===== config.mk =====
export PLATFORM = sky130hd
export DESIGN_NAME = rfsched_top
export DESIGN_NICKNAME = d
export VERILOG_FILES = /design/src/rtl/rfsched_pkg.sv /design/src/rtl/rfsched_ctrl.sv /design/src/rtl/rfsched_dp.sv /design/src/rtl/rfsched_top.sv
export SDC_FILE = /design/constraint.sdc
export NUM_CORES = 1
export LEC_CHECK = 0
export ABC_AREA = 1
export BUFFER_PORTS_ARGS = -buffer_cell sky130_fd_sc_hd__buf_2
export CAP_MARGIN = 15
export CORE_MARGIN = 2
export CORE_UTILIZATION = 50
export DETAILED_ROUTE_END_ITERATION = 8
export HOLD_SLACK_MARGIN = 0.03
export PLACE_DENSITY = 0.78
export SLEW_MARGIN = 20
export SYNTH_ARGS = -nofsm -noshare
export SYNTH_HDL_FRONTEND = slang
export SYNTH_SLANG_ARGS = --single-unit

===== constraint.sdc =====
create_clock -name clk -period 2.36 [get_ports clk]
set_clock_uncertainty 0.2 [all_clocks]
set_input_delay 0.354 -clock clk [delete_from_list [all_inputs] [get_ports clk]]
set_output_delay 0.354 -clock clk [all_outputs]
set_load 0.02 [all_outputs]

===== src/rtl/rfsched_pkg.sv =====
package rfsched_pkg;
  localparam logic [3:0] CMD_NOP       = 4'b0111;
  localparam logic [3:0] CMD_PRECHARGE = 4'b0010;
  localparam logic [3:0] CMD_REFRESH   = 4'b0001;

  typedef enum logic [2:0] {
    ST_IDLE, ST_DRAIN, ST_PRE, ST_PREWAIT, ST_REF, ST_RFCWAIT
  } stepT;

  typedef enum logic [2:0] {
    LD_FIRST, LD_GAP, LD_DRAIN, LD_PREWAIT, LD_RFC, LD_ZERO
  } loadSelT;

  typedef struct packed {
    logic    load;
    loadSelT sel;
    logic    issuePre;
    logic    issueRef;
  } strobeT;
endpackage


===== src/rtl/rfsched_ctrl.sv =====
module rfsched_ctrl
  import rfsched_pkg::*;
#(
  parameter int NUM_REFRESH = 4
) (
  input  logic   clk,
  input  logic   initHold,
  input  logic   cntZero,
  output strobeT strb,
  output logic   needRefresh
);
  localparam int RW = (NUM_REFRESH > 1) ? $clog2(NUM_REFRESH) : 1;
  localparam logic [RW-1:0] LAST_REF = RW'(NUM_REFRESH - 1);

  stepT          state, stateNext;
  logic [RW-1:0] refIdx, refIdxNext;

  always_comb begin
    stateNext     = state;
    refIdxNext    = refIdx;
    strb.load     = 1'b0;
    strb.sel      = LD_ZERO;
    strb.issuePre = 1'b0;
    strb.issueRef = 1'b0;
    if (initHold) begin
      stateNext  = ST_IDLE;
      refIdxNext = '0;
      strb.load  = 1'b1;
      strb.sel   = LD_FIRST;
    end else begin
      unique case (state)
        ST_IDLE: if (cntZero) begin
          stateNext = ST_DRAIN;
          strb.load = 1'b1;
          strb.sel  = LD_DRAIN;
        end
        ST_DRAIN: if (cntZero) begin
          stateNext = ST_PRE;
          strb.load = 1'b1;
          strb.sel  = LD_ZERO;
        end
        ST_PRE: begin
          strb.issuePre = 1'b1;
          refIdxNext    = '0;
          stateNext     = ST_PREWAIT;
          strb.load     = 1'b1;
          strb.sel      = LD_PREWAIT;
        end
        ST_PREWAIT: if (cntZero) begin
          stateNext = ST_REF;
          strb.load = 1'b1;
          strb.sel  = LD_ZERO;
        end
        ST_REF: begin
          strb.issueRef = 1'b1;
          stateNext     = ST_RFCWAIT;
          strb.load     = 1'b1;
          strb.sel      = LD_RFC;
        end
        ST_RFCWAIT: if (cntZero) begin
          strb.load = 1'b1;
          if (refIdx == LAST_REF) begin
            stateNext = ST_IDLE;
            strb.sel  = LD_GAP;
          end else begin
            refIdxNext = refIdx + 1'b1;
            stateNext  = ST_REF;
            strb.sel   = LD_ZERO;
          end
        end
        default: stateNext = ST_IDLE;
      endcase
    end
  end

  always_ff @(posedge clk) begin
    state  <= stateNext;
    refIdx <= refIdxNext;
  end

  assign needRefresh = (state != ST_IDLE);

  // hold-off silences the request on the following cycle
  p_hold_quiet_r1: assert property (@(posedge clk)
    initHold |=> !needRefresh);

  // the first cycle of an episode is a drain cycle, not a command
  p_drain_first_r4: assert property (@(posedge clk) disable iff (initHold)
    $rose(needRefresh) |-> (!strb.issuePre && !strb.issueRef));

  // precharge is never immediately followed by a refresh
  p_pre_gap_r5: assert property (@(posedge clk) disable iff (initHold)
    strb.issuePre |=> !strb.issueRef);

  // refreshes are never back to back
  p_ref_isolated_r6: assert property (@(posedge clk) disable iff (initHold)
    strb.issueRef |=> (!strb.issueRef && needRefresh));
endmodule


===== src/rtl/rfsched_dp.sv =====
module rfsched_dp
  import rfsched_pkg::*;
#(
  parameter int INTERVAL_CLKS = 6240,
  parameter int RFC_CLKS      = 320,
  parameter int DRAIN_CLKS    = 10,
  parameter int PRE_WAIT_CLKS = 2,
  parameter int NUM_REFRESH   = 4,
  parameter int ADDR_W        = 14
) (
  input  logic              clk,
  input  strobeT            strb,
  output logic              cntZero,
  output logic [3:0]        cmdCode,
  output logic [ADDR_W-1:0] cmdAddr
);
  localparam int EPISODE = DRAIN_CLKS + 1 + PRE_WAIT_CLKS + NUM_REFRESH * (RFC_CLKS + 1);
  localparam int GAP     = INTERVAL_CLKS - EPISODE;
  localparam int CW      = $clog2(INTERVAL_CLKS + 1);
  localparam int ALL_BIT = 10;

  localparam logic [CW-1:0] V_FIRST = CW'(INTERVAL_CLKS - 1);
  localparam logic [CW-1:0] V_GAP   = CW'(GAP - 1);
  localparam logic [CW-1:0] V_DRAIN = CW'(DRAIN_CLKS - 1);
  localparam logic [CW-1:0] V_PW    = CW'(PRE_WAIT_CLKS - 1);
  localparam logic [CW-1:0] V_RFC   = CW'(RFC_CLKS - 1);

  logic [CW-1:0] cnt, loadVal;

  always_comb begin
    unique case (strb.sel)
      LD_FIRST:   loadVal = V_FIRST;
      LD_GAP:     loadVal = V_GAP;
      LD_DRAIN:   loadVal = V_DRAIN;
      LD_PREWAIT: loadVal = V_PW;
      LD_RFC:     loadVal = V_RFC;
      default:    loadVal = '0;
    endcase
  end

  always_ff @(posedge clk) begin
    if (strb.load)  cnt <= loadVal;
    else if (!cntZero) cnt <= cnt - 1'b1;
  end

  assign cntZero = (cnt == '0);

  always_comb begin
    cmdCode = CMD_NOP;
    cmdAddr = '0;
    if (strb.issuePre) begin
      cmdCode          = CMD_PRECHARGE;
      cmdAddr[ALL_BIT] = 1'b1;
    end else if (strb.issueRef) begin
      cmdCode = CMD_REFRESH;
    end
  end

  // a refresh always starts a fresh tRFC wait, never a zero count
  p_ref_loads_wait_r6: assert property (@(posedge clk)
    strb.issueRef |=> (cnt == V_RFC));
endmodule


===== src/rtl/rfsched_top.sv =====
module rfsched_top
  import rfsched_pkg::*;
#(
  parameter int INTERVAL_CLKS = 6240,
  parameter int RFC_CLKS      = 320,
  parameter int DRAIN_CLKS    = 10,
  parameter int PRE_WAIT_CLKS = 2,
  parameter int NUM_REFRESH   = 4,
  parameter int ADDR_W        = 14
) (
  input  logic              clk,
  input  logic              initHold,
  output logic              needRefresh,
  output logic [3:0]        cmdCode,
  output logic [ADDR_W-1:0] cmdAddr
);
  strobeT strb;
  logic   cntZero;

  rfsched_ctrl #(.NUM_REFRESH(NUM_REFRESH)) uCtrl (
    .clk(clk), .initHold(initHold), .cntZero(cntZero),
    .strb(strb), .needRefresh(needRefresh)
  );

  rfsched_dp #(
    .INTERVAL_CLKS(INTERVAL_CLKS), .RFC_CLKS(RFC_CLKS), .DRAIN_CLKS(DRAIN_CLKS),
    .PRE_WAIT_CLKS(PRE_WAIT_CLKS), .NUM_REFRESH(NUM_REFRESH), .ADDR_W(ADDR_W)
  ) uDp (
    .clk(clk), .strb(strb), .cntZero(cntZero),
    .cmdCode(cmdCode), .cmdAddr(cmdAddr)
  );

  // outside an episode only NOP leaves the block
  p_nop_idle_r8: assert property (@(posedge clk) disable iff (initHold)
    !needRefresh |-> (cmdCode == CMD_NOP && cmdAddr == '0));

  // the request drops only after a NOP wait cycle
  p_fall_after_wait_r7: assert property (@(posedge clk) disable iff (initHold)
    $fell(needRefresh) |-> ($past(cmdCode) == CMD_NOP));
endmodule


Word-level counts from Yosys, hierarchy flattened
Cells that the tools add are included.

Bits of input ports: 2. Flip-flop bits (word level): 18. Output and inout bits: 19. Word-level logic and storage cells: 53.

Equality and inequality tests: 16. Reduce and logical (&&, ||, !) cells: 8. Muxes and demuxes: 24. Add/sub/neg operators: 2.

Operator list (number): $pmux 13 s5 (1); $mux 13 (2); $mux 3 (7); $mux 4 (5); $pmux 4 s5 (1); $pmux 3 s6 (1); $logic_not 13->1 (1); $sub 13x1->13 const B (1); $eq 3x2->1 const B (4); $ne 2x2->1 const B (6); $eq 3x3->1 const B (3); $eq 3x1->1 const B (2); $logic_not 3->1 (2); $mux 2 (3); $pmux 2 s2 (1); $reduce_and 4->1 (1); $mux 1 (3); $reduce_and 3->1 (1); $reduce_bool 3->1 (1); $add 2x1->2 const B (1); $eq 2x2->1 const B (1); $reduce_bool 2->1 (1); $reduce_or 2->1 (1).

Longest topological paths before layout
Depth in word-level cells: 8. Gate-level depth with buffers: 10. Depth with buffers taken out: 10.

Modules after synthesis
A second synthesis with hierarchy kept.

Cell total of the unflattened synthesis: 200. Area, all modules: 1411.4 um^2.

By module, submodules not included: rfsched_dp (times used 1, area an instance 1007.2 um^2, sequential area each 390.4 um^2, cells each 133); rfsched_ctrl (times used 1, area an instance 404.1 um^2, sequential area each 100.1 um^2, cells each 67).

Worst setup path before layout
Ideal clock, no wire load.

Kind: reg-to-reg. From: register uDp.cnt[0]. To: register uDp.cnt[0], enable pin. Buffers on the path: 0. Slack: 0.300 ns. Data arrival time: 1.493 ns. Stages on the path, launching flop included: 9. Data required time: 1.793 ns. Clock period less this slack: 2.060 ns. Library setup time: 0.367 ns. Cells stage by stage: edfxtp_1 > inv_1 > ha_1 > nand2_2 > nor2_4 > nand2_4 > nand2_4 > nand2_4 > nand3_1.

Longest elaborated chain between the ends: 5. Elaborated cells between the ends (all ways): 7. Classes of those cells: eq/ne: 1; mux: 5; reduce/logical: 1.

Ends and longest elaborated chain: from (decl) (RTL line rfsched_dp.sv:28) `logic [CW-1:0] cnt, loadVal;`; from (signal assigned) (RTL line rfsched_dp.sv:42) `if (strb.load) cnt <= loadVal;`; from (signal assigned) (RTL line rfsched_dp.sv:43) `else if (!cntZero) cnt <= cnt - 1'b1;`; $logic_not 13->1 * (RTL line rfsched_dp.sv:46) `assign cntZero = (cnt == '0);`; $mux 4, on equally long branches; $pmux 4 s5 (RTL line rfsched_ctrl.sv:31) `unique case (state)`; $mux 4 (RTL line rfsched_ctrl.sv:25) `if (initHold) begin`; $ne 2x2->1 (no line) *.

Every way passes the cells marked *; elsewhere a longest branch is shown, timed or not. A chain may end at the register's enable or synchronous reset.

Worst setup path in the final report
From: register uDp.cnt[0]. To: register uDp.cnt[7], enable pin.

Same word-level chain as after synthesis.

==> results.md <==
* Status: finished, final reports clean
* Pins Over Slew Limit at 0
* Clk sinks at 18
* Adder-cell share of the synthesized area at 0.0191
* Initial antenna violation count at 0
* CTS buffer count at 3
* Max_cap viols at 0
* XOR/XNOR Fraction of Synth Area at 0.0400
* Critical Path Fanout Max at 9
* Largest family of logic cells by synthesized area: simple AND/OR/NAND/NOR gates
* Clk_lat worst skew at between 200 and 300 ps
* Layout cells sized above 1 at 0.237
* Grt ovf at 0
* Fin crit share at 0.916
* Gpl congestion at approximately 0.86
* Die area at 3050 um2
* DP HPWL at between 1500 and 2000 um
* Final setup viols at 0
* Post-synth top area share at 0.297
* Chip width at around 55 um
* Compound-Gate Fraction of Synth Area at 0.123
* Crit path launch type: register
* Vias at approximately 1000
* Critical path class: register to register
* Clock root cell: clkbuf_4
* Worst R2R Start: uDp.cnt[0]
* Main synth FF type: edfxtp_1
* Final hold violations at 0
* Post-CTS Setup Bufs at 0
* Leakage at 0.622 nW
* Yosys warns at 0
* RR Endpoint: uDp.cnt[7]
* PD cells at ~560 nW/um2
* Cell variety after synth at 32
* Yosys reg bits at 18
* Max frequency at between 400 and 500 MHz
* Critical path capture point type: register
* Hold_ws at between 40 and 50 ps
* # port buffers at 6
* Clock transition at path regs at 100 ps
* Worst-case clock buffer depth at 2
* GRT Total Usage at 0.166
* Multiplexer area fraction after synthesis at 0
* Die Ht at between 50 and 60 um
* Core ar. at between 2000 and 2500 um2
* Vias per cell at just over 5
* Synthesized-area fraction occupied by and/or/nand/nor cells at 0.315
* CP required at between 2000 and 2500 ps
* First-pass GRT wire length at between 4000 and 5000 um
* I/O pin count at 21
* Largest cells by area after synthesis: edfxtp_1 (30%), nand2_1 (8.3%), buf_4 (8.0%)
* Fillers at 247
* Post-synth EDFFs at 13
* FF-to-FF path depth at 9
* Most frequent cell after synthesis: nand2_1
* Post-route DRC at 0
* Worst Setup SP: uDp.cnt[0]
* TritonCTS clock tree: yes
* Post-route ant nets at 0
* Worst setup margin at a little under 200 ps
* Setup TNS at 0 ps
* Worst Setup Slack post-DPL at between 200 and 250 ps
* Nets@finish at 178
* CP endpoint: uDp.cnt[7]
* Hold Crit Class: input pin to register
* Yosys top cell by area: edfxtp_1
* H-Tree Depth at 1
* Wire per inst at 11.7 um
* Post-synthesis cell area at about 1300 um2
* Ys async rst share at 0
* Crit path time final at 2160 ps
* 1st-iter DRT viols at 22
* Core Util, Final at 0.552
* Largest net degree at the start of global routing at 14
* Area growth syn-to-layout at 4.19%
* Post-CTS resize count at 0
* Mapped Cells at 162
* Seq/Total Area, Yosys at 0.374
* Initial core utilization at 0.530
* FF-to-FF setup slack at between 150 and 200 ps
* Peak VDD IR at 0.000278 V
* Worst EP arrival at ~2000 ps
* Top cells by count, synth: nand2_1 (29), nor2_1 (17), buf_4 (14)
* Final wirelength at about 2400 um
* Dpl cells at just under 200
* N_diodes at 0
* Drt pass-1 iters at 4
* RSZ-0062 raised after global routing: no
* Synth Area per Inst at 8.10 um2
* Vias in the first global route at a little under 1000
* Cell Count, Final, Fillers Out at between 200 and 250
* Post-CTS Hold Buffers at 0
* Num rows at 18
==> routing by layer <==
layer	vias to the layer above	global-route usage	share of wire
li1	528	-	-
met1	486	0.205	0.44
met2	31	0.294	0.50
met3	4	0.0211	0.045
met4	0	0.0627	0.014
met5	-	0	0
==> final cells by class <==
type,count,area (um2),area share
Clock buffer,4,26.3,0.0192
Inverter,15,56.3,0.0412
Sequential cell,18,490,0.359
Tap cell,30,37.5,0.0274
Timing Repair Buffer,9,52.6,0.0384
Multi-Input combinational cell,127,704,0.515
==> report_power, final <==
group          leakage (nW)  internal, mW  switching, mW
sequential            0.177         0.376         0.0288
clock                0.0150        0.0658         0.0958
combinational         0.430        0.0672          0.136
total                 0.622         0.509          0.260
==> worst min-delay path by stage <==
stage                          from               to  cells after the start  slack, ps
finish                     initHold   uCtrl.state[2]                      2         40
CTS                        initHold   uCtrl.state[2]                      2         40
global placement    uCtrl.refIdx[1]  uCtrl.refIdx[1]                      2        310
detailed placement  uCtrl.refIdx[1]  uCtrl.refIdx[1]                      2        320
floorplan                  initHold   uCtrl.state[2]                      1        220
global route               initHold   uCtrl.state[2]                      2         30
==> per-stage QoR <==
| stage | area, um2 | total power [mW] |
|---|---|---|
| 2_1_floorplan | 1360 | 0.590 |
| 3_5_place_dp | 1340 | 0.614 |
| 4_1_cts | 1370 | 0.774 |
| 3_3_place_gp | 1340 | 0.608 |
| 5_1_grt | 1370 | 0.825 |
| 6_report | 1370 | 0.769 |
==> cell usage in the layout, fill, tap and decap left out <==
master,count
a21oi_1,5
a21oi_2,1
a31oi_1,1
buf_2,6
buf_4,3
clkbuf_1,1
clkbuf_4,3
conb_1,14
dfxtp_1,5
edfxtp_1,13
ha_1,2
inv_1,11
inv_2,4
nand2_1,29
nand2_2,6
nand2_4,4
nand3_1,12
nand3_2,2
nand3b_1,1
nand4_1,1
nor2_1,17
nor2_2,4
nor2_4,2
nor3_1,2
o21a_1,1
o21ai_0,5
o21ai_1,3
o21ai_2,4
o21ai_4,1
o21bai_1,1
o31ai_1,2
or2_2,1
xnor2_1,4
xor2_1,2
==> sequential cells by signal, indices dropped and copies added (netlist names) <==
register and flops:
uDp.cnt 13, uCtrl.refIdx 2, uCtrl.state 3
==> kinds of logic (layout without fill, tap and decap cells) <==
logic type / after synthesis / after routing
XOR/XNOR: 6 / 6
flip-flops: 18 / 18
AO/OA/AOI/OAI: 24 / 24
other: 1 / 14
buffers and inverters: 30 / 28
AND/OR/NAND/NOR: 81 / 81
adder cells (fa/ha/maj): 2 / 2
==> critical path, stage by stage (launching register included) <==
cell and delay (ps):
edfxtp_1 400, inv_1 110, ha_1 210, nand2_2 120
nor2_4 160, nand2_4 100, nand2_4 100, nand2_4 90
nand3_1 200, buf_4 190
No activity file was read; power rests on OpenSTA's default activity.
